===== src/rtl/itc_pkg.sv =====
package itc_pkg;

    localparam int BYTE_W = 8;

    typedef enum logic [1:0] {
        MODE_TERM   = 2'd0,
        MODE_RATE   = 2'd1,
        MODE_STROBE = 2'd2
    } itc_mode_e;

    typedef struct packed {
        logic      freeze;
        logic      set_mode;
        itc_mode_e mode;
    } itc_cmd_t;

    localparam logic [1:0] CHAN_OWN   = 2'b00;
    localparam logic [1:0] ACC_FREEZE = 2'b00;
    localparam logic [1:0] ACC_LOHI   = 2'b11;

    // Control byte layout: [7:6] channel, [5:4] access, [3:1] mode, [0] bcd.
    function automatic itc_cmd_t decode_ctrl(input logic [BYTE_W-1:0] b);
        itc_cmd_t c;
        c.freeze   = 1'b0;
        c.set_mode = 1'b0;
        c.mode     = MODE_TERM;
        if (b[7:6] == CHAN_OWN) begin
            if (b[5:4] == ACC_FREEZE) begin
                c.freeze = 1'b1;
            end else if (b[5:4] == ACC_LOHI && !b[0]) begin
                case (b[3:1])
                    3'b000: begin
                        c.set_mode = 1'b1;
                        c.mode     = MODE_TERM;
                    end
                    3'b010, 3'b110: begin
                        c.set_mode = 1'b1;
                        c.mode     = MODE_RATE;
                    end
                    3'b100: begin
                        c.set_mode = 1'b1;
                        c.mode     = MODE_STROBE;
                    end
                    default: c.set_mode = 1'b0;
                endcase
            end
        end
        return c;
    endfunction

endpackage


===== src/rtl/itc_load_seq.sv =====
module itc_load_seq #(
    parameter int COUNT_W = 16,
    parameter int BYTE_W  = 8
) (
    input  logic               clk,
    input  logic               rst,
    input  logic               restart,
    input  logic               data_wr,
    input  logic [BYTE_W-1:0]  wr_byte,
    output logic               load_req,
    output logic [COUNT_W-1:0] load_val
);
    localparam int NB = COUNT_W / BYTE_W;
    localparam int PW = (NB > 1) ? $clog2(NB) : 1;
    localparam logic [PW-1:0] LAST = PW'(NB - 1);

    logic [PW-1:0] wptr_q;

    always_ff @(posedge clk) begin
        if (rst || restart) begin
            wptr_q <= '0;
        end else if (data_wr) begin
            wptr_q <= (wptr_q == LAST) ? '0 : wptr_q + PW'(1);
        end
    end

    // Lower bytes are held; the top byte is taken straight from the bus.
    for (genvar g = 0; g < NB - 1; g++) begin : g_hold
        logic [BYTE_W-1:0] byte_q;
        always_ff @(posedge clk) begin
            if (rst) begin
                byte_q <= '0;
            end else if (data_wr && wptr_q == PW'(g)) begin
                byte_q <= wr_byte;
            end
        end
        assign load_val[g*BYTE_W +: BYTE_W] = byte_q;
    end

    assign load_val[(NB-1)*BYTE_W +: BYTE_W] = wr_byte;
    assign load_req = data_wr && (wptr_q == LAST);

endmodule


===== src/rtl/itc_counter.sv =====
module itc_counter
    import itc_pkg::*;
#(
    parameter int COUNT_W = 16
) (
    input  logic               clk,
    input  logic               rst,
    input  logic               tick,
    input  logic               mode_wr,
    input  itc_mode_e          mode_new,
    input  logic               load_req,
    input  logic [COUNT_W-1:0] load_val,
    output logic [COUNT_W-1:0] count,
    output logic               tmr_out
);
    localparam logic [COUNT_W-1:0] ONE = COUNT_W'(1);
    localparam logic [COUNT_W-1:0] TWO = COUNT_W'(2);

    itc_mode_e          mode_q;
    logic [COUNT_W-1:0] cnt_q;
    logic [COUNT_W-1:0] reload_q;
    logic               cfg_q;
    logic               pend_q;
    logic               run_q;
    logic               fired_q;
    logic               out_q;
    logic               load_ok;

    assign load_ok = load_req && cfg_q;

    always_ff @(posedge clk) begin
        if (rst) begin
            mode_q   <= MODE_TERM;
            cnt_q    <= '0;
            reload_q <= '0;
            cfg_q    <= 1'b0;
            pend_q   <= 1'b0;
            run_q    <= 1'b0;
            fired_q  <= 1'b0;
            out_q    <= 1'b1;
        end else if (mode_wr) begin
            mode_q  <= mode_new;
            cfg_q   <= 1'b1;
            pend_q  <= 1'b0;
            run_q   <= 1'b0;
            fired_q <= 1'b0;
            out_q   <= (mode_new != MODE_TERM);
        end else if (load_ok) begin
            reload_q <= load_val;
            pend_q   <= 1'b1;
            if (mode_q == MODE_TERM) out_q <= 1'b0;
        end else if (tick) begin
            if (pend_q) begin
                cnt_q   <= reload_q;
                pend_q  <= 1'b0;
                run_q   <= 1'b1;
                fired_q <= 1'b0;
                if (mode_q == MODE_RATE)        out_q <= (reload_q != ONE);
                else if (mode_q == MODE_STROBE) out_q <= 1'b1;
            end else if (run_q) begin
                case (mode_q)
                    MODE_TERM: begin
                        cnt_q <= cnt_q - ONE;
                        if (cnt_q == ONE) out_q <= 1'b1;
                    end
                    MODE_RATE: begin
                        if (cnt_q == ONE) begin
                            cnt_q <= reload_q;
                            out_q <= (reload_q != ONE);
                        end else begin
                            cnt_q <= cnt_q - ONE;
                            out_q <= (cnt_q != TWO);
                        end
                    end
                    MODE_STROBE: begin
                        cnt_q <= cnt_q - ONE;
                        if (cnt_q == ONE && !fired_q) begin
                            out_q   <= 1'b0;
                            fired_q <= 1'b1;
                        end else begin
                            out_q <= 1'b1;
                        end
                    end
                    default: cnt_q <= cnt_q;
                endcase
            end
        end
    end

    assign count   = cnt_q;
    assign tmr_out = out_q;

    AST_RATE_SINGLE_LOW: assert property (@(posedge clk) disable iff (rst)
        (mode_q == MODE_RATE && run_q && !out_q && tick && !pend_q && !mode_wr
         && !load_req && reload_q != ONE) |=> out_q);

    AST_TERM_STAYS_HIGH: assert property (@(posedge clk) disable iff (rst)
        (mode_q == MODE_TERM && run_q && out_q && !mode_wr && !load_req) |=> out_q);

    AST_STROBE_NO_REPEAT: assert property (@(posedge clk) disable iff (rst)
        (mode_q == MODE_STROBE && fired_q && out_q && !pend_q && !mode_wr && !load_req)
        |=> out_q);

    AST_STOPPED_HOLDS: assert property (@(posedge clk) disable iff (rst)
        (!run_q && !(pend_q && tick)) |=> $stable(cnt_q));

endmodule


===== src/rtl/itc_readback.sv =====
module itc_readback #(
    parameter int COUNT_W = 16,
    parameter int BYTE_W  = 8
) (
    input  logic               clk,
    input  logic               rst,
    input  logic               freeze_cmd,
    input  logic               data_rd,
    input  logic [COUNT_W-1:0] count,
    output logic [BYTE_W-1:0]  rd_byte
);
    localparam int NB = COUNT_W / BYTE_W;
    localparam int PW = (NB > 1) ? $clog2(NB) : 1;
    localparam logic [PW-1:0] LAST = PW'(NB - 1);

    logic               held_q;
    logic [COUNT_W-1:0] frozen_q;
    logic [PW-1:0]      rptr_q;
    logic [COUNT_W-1:0] src;
    logic [BYTE_W-1:0]  lanes [NB];

    always_ff @(posedge clk) begin
        if (rst) begin
            held_q   <= 1'b0;
            frozen_q <= '0;
            rptr_q   <= '0;
        end else if (freeze_cmd) begin
            if (!held_q) begin
                held_q   <= 1'b1;
                frozen_q <= count;
                rptr_q   <= '0;
            end
        end else if (data_rd) begin
            if (rptr_q == LAST) begin
                rptr_q <= '0;
                held_q <= 1'b0;
            end else begin
                rptr_q <= rptr_q + PW'(1);
            end
        end
    end

    assign src = held_q ? frozen_q : count;

    for (genvar g = 0; g < NB; g++) begin : g_lane
        assign lanes[g] = src[g*BYTE_W +: BYTE_W];
    end

    assign rd_byte = lanes[rptr_q];

    AST_FREEZE_KEPT: assert property (@(posedge clk) disable iff (rst)
        (held_q && !(data_rd && rptr_q == LAST)) |=> (held_q && $stable(frozen_q)));

endmodule


===== src/rtl/interval_timer_ch.sv =====
module interval_timer_ch
    import itc_pkg::*;
#(
    parameter int COUNT_W = 16
) (
    input  logic              clk,
    input  logic              rst,
    input  logic              cnt_en,
    input  logic              port_sel,
    input  logic [BYTE_W-1:0] wr_data,
    input  logic              wr_en,
    input  logic              rd_en,
    output logic [BYTE_W-1:0] rd_data,
    output logic              tmr_out
);
    itc_cmd_t           cmd;
    logic               mode_wr;
    logic               freeze_cmd;
    logic               data_wr;
    logic               data_rd;
    logic               load_req;
    logic [COUNT_W-1:0] load_val;
    logic [COUNT_W-1:0] count;
    logic [BYTE_W-1:0]  rd_byte;

    assign cmd        = decode_ctrl(wr_data);
    assign mode_wr    = wr_en && port_sel && cmd.set_mode;
    assign freeze_cmd = wr_en && port_sel && cmd.freeze;
    assign data_wr    = wr_en && !port_sel;
    assign data_rd    = rd_en && !port_sel;

    itc_load_seq #(.COUNT_W(COUNT_W), .BYTE_W(BYTE_W)) u_load (
        .clk      (clk),
        .rst      (rst),
        .restart  (mode_wr),
        .data_wr  (data_wr),
        .wr_byte  (wr_data),
        .load_req (load_req),
        .load_val (load_val)
    );

    itc_counter #(.COUNT_W(COUNT_W)) u_cnt (
        .clk      (clk),
        .rst      (rst),
        .tick     (cnt_en),
        .mode_wr  (mode_wr),
        .mode_new (cmd.mode),
        .load_req (load_req),
        .load_val (load_val),
        .count    (count),
        .tmr_out  (tmr_out)
    );

    itc_readback #(.COUNT_W(COUNT_W), .BYTE_W(BYTE_W)) u_rb (
        .clk        (clk),
        .rst        (rst),
        .freeze_cmd (freeze_cmd),
        .data_rd    (data_rd),
        .count      (count),
        .rd_byte    (rd_byte)
    );

    assign rd_data = data_rd ? rd_byte : '0;

    AST_OUT_HIGH_AT_RESET: assert property (@(posedge clk) rst |=> tmr_out);

endmodule


===== config.mk =====
export PLATFORM = sky130hd
export DESIGN_NAME = interval_timer_ch
export DESIGN_NICKNAME = d
export VERILOG_FILES = /design/src/rtl/itc_pkg.sv /design/src/rtl/itc_load_seq.sv /design/src/rtl/itc_counter.sv /design/src/rtl/itc_readback.sv /design/src/rtl/interval_timer_ch.sv
export SDC_FILE = /design/constraint.sdc
export NUM_CORES = 1
export LEC_CHECK = 0
export BUFFER_PORTS_ARGS = -buffer_cell sky130_fd_sc_hd__buf_4
export CAP_MARGIN = 10
export CELL_PAD_IN_SITES_DETAIL_PLACEMENT = 1
export CELL_PAD_IN_SITES_GLOBAL_PLACEMENT = 1
export CORE_AREA = 2 2 90 92
export CTS_CLUSTER_SIZE = 20
export DETAILED_ROUTE_END_ITERATION = 16
export DIE_AREA = 0 0 92 94
export PLACE_DENSITY_LB_ADDON = 0.1
export SKIP_CTS_REPAIR_TIMING = 1
export SLEW_MARGIN = 15
export SYNTH_ARGS = -nofsm -noshare
export SYNTH_HDL_FRONTEND = slang
export SYNTH_SLANG_ARGS = --single-unit

===== constraint.sdc =====
create_clock -name clk -period 2.5 [get_ports clk]
set_input_delay 0.5 -clock clk [delete_from_list [all_inputs] [get_ports clk]]
set_output_delay 0.5 -clock clk [all_outputs]
set_load 0.01 [all_outputs]

==> metrics.md <==
| Metric | Value |
|---|---|
| Status | finished, final reports clean |
| Post-route ant nets | 0 |
| Die width | 92 µm |
| Worst slack, placed | -0.151 ns |
| CTS buffer count | 9 |
| CTS H-tree lvls | 3 |
| Sequential-to-total area share from yosys stat | 0.388 |
| Ys flop type | dfxtp_1 |
| Starting Density | 0.448 |
| Minimum clock period | 2.44 ns |
| Compound-Gate Fraction of Synth Area | 0.163 |
| Internal power | 1.69 mW |
| Final Max Slew Viols | 0 |
| Initial antenna violation count | 0 |
| R2R Path Start | u_cnt.count[0] |
| Async SR Flop Fraction | 0 |
| Post-synthesis simple-gate area fraction | 0.219 |
| Reg2reg end | u_cnt.count[11] |
| Clk slew on worst S/H paths | 0.08 ns |
| Largest family of logic cells by synthesized area | simple AND/OR/NAND/NOR gates |
| Hold Crit Depth | 2 |
| I/O pin count | 23 |
| CP startpoint kind | flop |
| P_sw | 0.496 mW |
| Vias | 3146 |
| Worst-Skew Late Latency | 0.35 ns |
| Hold/Removal Path Class | in2reg |
| Max frequency | 410 MHz |
| Die ar. | 8650 µm² |
| Remaining Overflow, GRT | 0 |
| Critical path type | reg2reg |
| Antenna diode count | 0 |
| Drt total wl | 10.8 mm |
| CTS tree | built |
| Largest net degree at the start of global routing | 35 |
| Global-route wire length before repair | 17.7 mm |
| Layout cells sized above 1 | 0.224 |
| EDFF count, synth | 0 |
| Mapped Cells | 391 |
| Switching portion of total power | 0.227 |
| Clk network pwr share | 0.467 |
| R2R Setup Slk | 0.06 ns |
| Mapped cell area | 3410 µm² |
| # placed instances | 525 |
| Relative slew slack | 0.509 |
| Final setup viols | 0 |
| Adder-cell area share of the yosys netlist | 0.0257 |
| Proportion of synthesized area in mux cells | 0.156 |
| Post-synth cell types | 59 |
| Placed inst area | 3850 µm² |
| Final net count | 462 |
| Tot GR Track Use | 0.268 |
| Total clock sinks | 66 |
| Top cells by area, synth | dfxtp_1 39%, mux2i_1 15%, nor2_1 5.8% |
| Hold endpoint | u_cnt.fired_q |
| Top cell type by total area after synthesis | dfxtp_1 |
| Starting DRT DRC Count | 208 |
| Final Hold Violating Endpoints | 0 |
| Max_cap viols | 0 |
| Drt via density | 5.74 |
| R2r worst-path depth | 7 |
| Site Rows | 32 |
| Max FO, Critical Path | 7 |
| Comb power frac | 0.044 |
| Area growth, synth to finish | 22.5% |
| Final hold slack | 0.403 ns |
| Skew final | 0.00701 ns |
| Gp weighted congestion | 0.890 |
| Mapped Nets | 412 |
| Pwr Total | 2.18 mW |
| DRT Pass-1 Iters | 4 |
| Hold Path Origin | cnt_en |
| Layout fillers | 931 |
| Mean Syn Cell Area | 8.71 µm² |
| Hpwl dp | 7.69 mm |
| Design area | 4170 µm² |
| Ys Warns | 0 |
| Seq cells post-synth | 66 |
| Remaining DRCs | 0 |
| Crit path required time | 2.75 ns |
| Synth top area share | 0.388 |
| Xor/xnor share of the synthesized area | 0.00257 |
| Die Y | 94 µm |
| Finished Layout Cells | 548 |
| Core ar. | 7610 µm² |
| Max Root-Sink Buffers | 2 |
| Flop pwr share | 0.489 |
| Crit share post-route | 0.975 |
| Setup TNS | 0 ns |
| PwrDens | 523 nW/µm² |
| I/O Buffers | 22 |
| Finished Core Util | 0.549 |
| Root buffer cell | clkbuf_8 |
| Critical Path End Type | flop |
| CP arrival | 2.68 ns |
| Lkg Pwr | 1.60 nW |
| Worst-Margin Slew | 0.735 ns |
| Number of global-route vias before repair | 3293 |
| Crit path setup slack, layout | 0.0625 ns |
| WL/cell | 19.8 µm |
| Max VDD drop | 0.000253 V |
==> kinds of logic (layout without fill, tap and decap cells) <==
kind of cell | after synthesis | in the layout
muxes | 53 | 53
xor gates and xnor gates | 1 | 1
and+or+nand+nor | 150 | 150
AOI/OAI and AO/OA | 78 | 78
adders and majority gates | 7 | 7
buffers and inverters | 36 | 91
DFF | 66 | 66
==> Yosys cell counts (3+ instances only) <==
| master | count |
|---|---|
| a21oi_1 | 28 |
| o22ai_1 | 8 |
| nand4_1 | 3 |
| nor3_1 | 5 |
| nand2_1 | 41 |
| a31oi_1 | 4 |
| mux2i_1 | 52 |
| o32ai_1 | 6 |
| dfxtp_1 | 66 |
| ha_1 | 7 |
| nand3_1 | 6 |
| nor3b_1 | 3 |
| or2_2 | 3 |
| o21ai_0 | 5 |
| nand2b_1 | 6 |
| nor2_1 | 53 |
| nor4_1 | 7 |
| inv_1 | 12 |
| buf_1 | 4 |
| a2111oi_2 | 4 |
| a211oi_1 | 5 |
| clkbuf_1 | 16 |
| or3_1 | 6 |
==> cells in the final DEF, fill, tap and decap left out, types with 2 or more instances in the layout <==
cell type	instances
a31oi_1	4
nor2_1	52
a211oi_1	5
ha_1	6
a2111oi_2	4
nand3_1	6
o22ai_1	8
nor4b_1	2
o21ai_0	5
nand4b_1	2
buf_4	62
nand2_1	41
mux2i_1	52
nor3_1	5
inv_1	11
o32ai_1	6
clkbuf_8	10
or2_2	3
nor4_2	2
or3_1	6
nor3b_1	3
nand2b_1	6
nor2b_1	2
nand4_1	3
nor4_1	5
a21oi_1	28
or4_1	2
clkinv_2	2
dfxtp_1	65
bufinv_16	2
==> routing by layer <==
metal	GRT usage	wire [µm]
met5	0	0
met4	0.104	289
met3	0.0329	222
met2	0.483	5510
met1	0.324	4820
==> worst max-delay path by stage <==
stage | startpoint | to | slack [ns] | depth (start not counted)
final | u_cnt.count[0] | u_cnt.count[11] | 0.06 | 7
after global routing | u_cnt.count[1] | u_cnt.count[11] | -0.007 | 8
after CTS | u_cnt.mode_q[1] | u_cnt.count[1] | -0.18 | 6
after detailed placement | wr_en | u_cnt.count[1] | -0.15 | 6
after global placement | wr_en | u_cnt.count[1] | -0.06 | 6
after floorplan | u_cnt.count[1] | u_cnt.count[1] | 0.36 | 9
==> power groups by stage <==
stage | Combinational, mW | Sequential (mW) | Clock (mW)
final | 0.0959 | 1.07 | 1.02
after global routing | 0.106 | 1.07 | 1.07
after CTS | 0.0967 | 1.07 | 1.02
after detailed placement | 0.0963 | 1.09 | 0
after global placement | 0.0949 | 1.09 | 0
after floorplan | 0.0522 | 1.09 | 0
==> sequential cells by signal, summed over array words and instances, names as in the netlist <==
signal	flops
u_cnt.count	16
u_cnt.reload_q	16
u_rb.frozen_q	16
u_load.g_hold.byte_q	8
u_cnt.mode_q	2
u_cnt.cfg_q	1
u_cnt.fired_q	1
u_cnt.pend_q	1
u_cnt.run_q	1
u_cnt.tmr_out	1
u_load.wptr_q	1
u_rb.held_q	1
u_rb.rptr_q	1
==> cell type report <==
class                      instances  area (µm²)  share of cell area
multi-input combinational        289        1970               0.472
clock buffer                      11         141              0.0339
tap                              102         128              0.0306
timing repair buffer              63         485               0.116
sequential                        66        1330               0.318
inverter                          12        45.0              0.0108
clock inverter                     5        77.6              0.0186
==> critical path, cell delays in order, from the launching register on <==
cell	delay, ns
dfxtp_4	0.40
ha_4	0.16
or4b_4	0.47
nor4_4	0.42
a21oi_4	0.17
buf_12	0.17
mux2_1	0.32
a32o_1	0.21
Note: power is estimated with default switching activity, not from simulation.
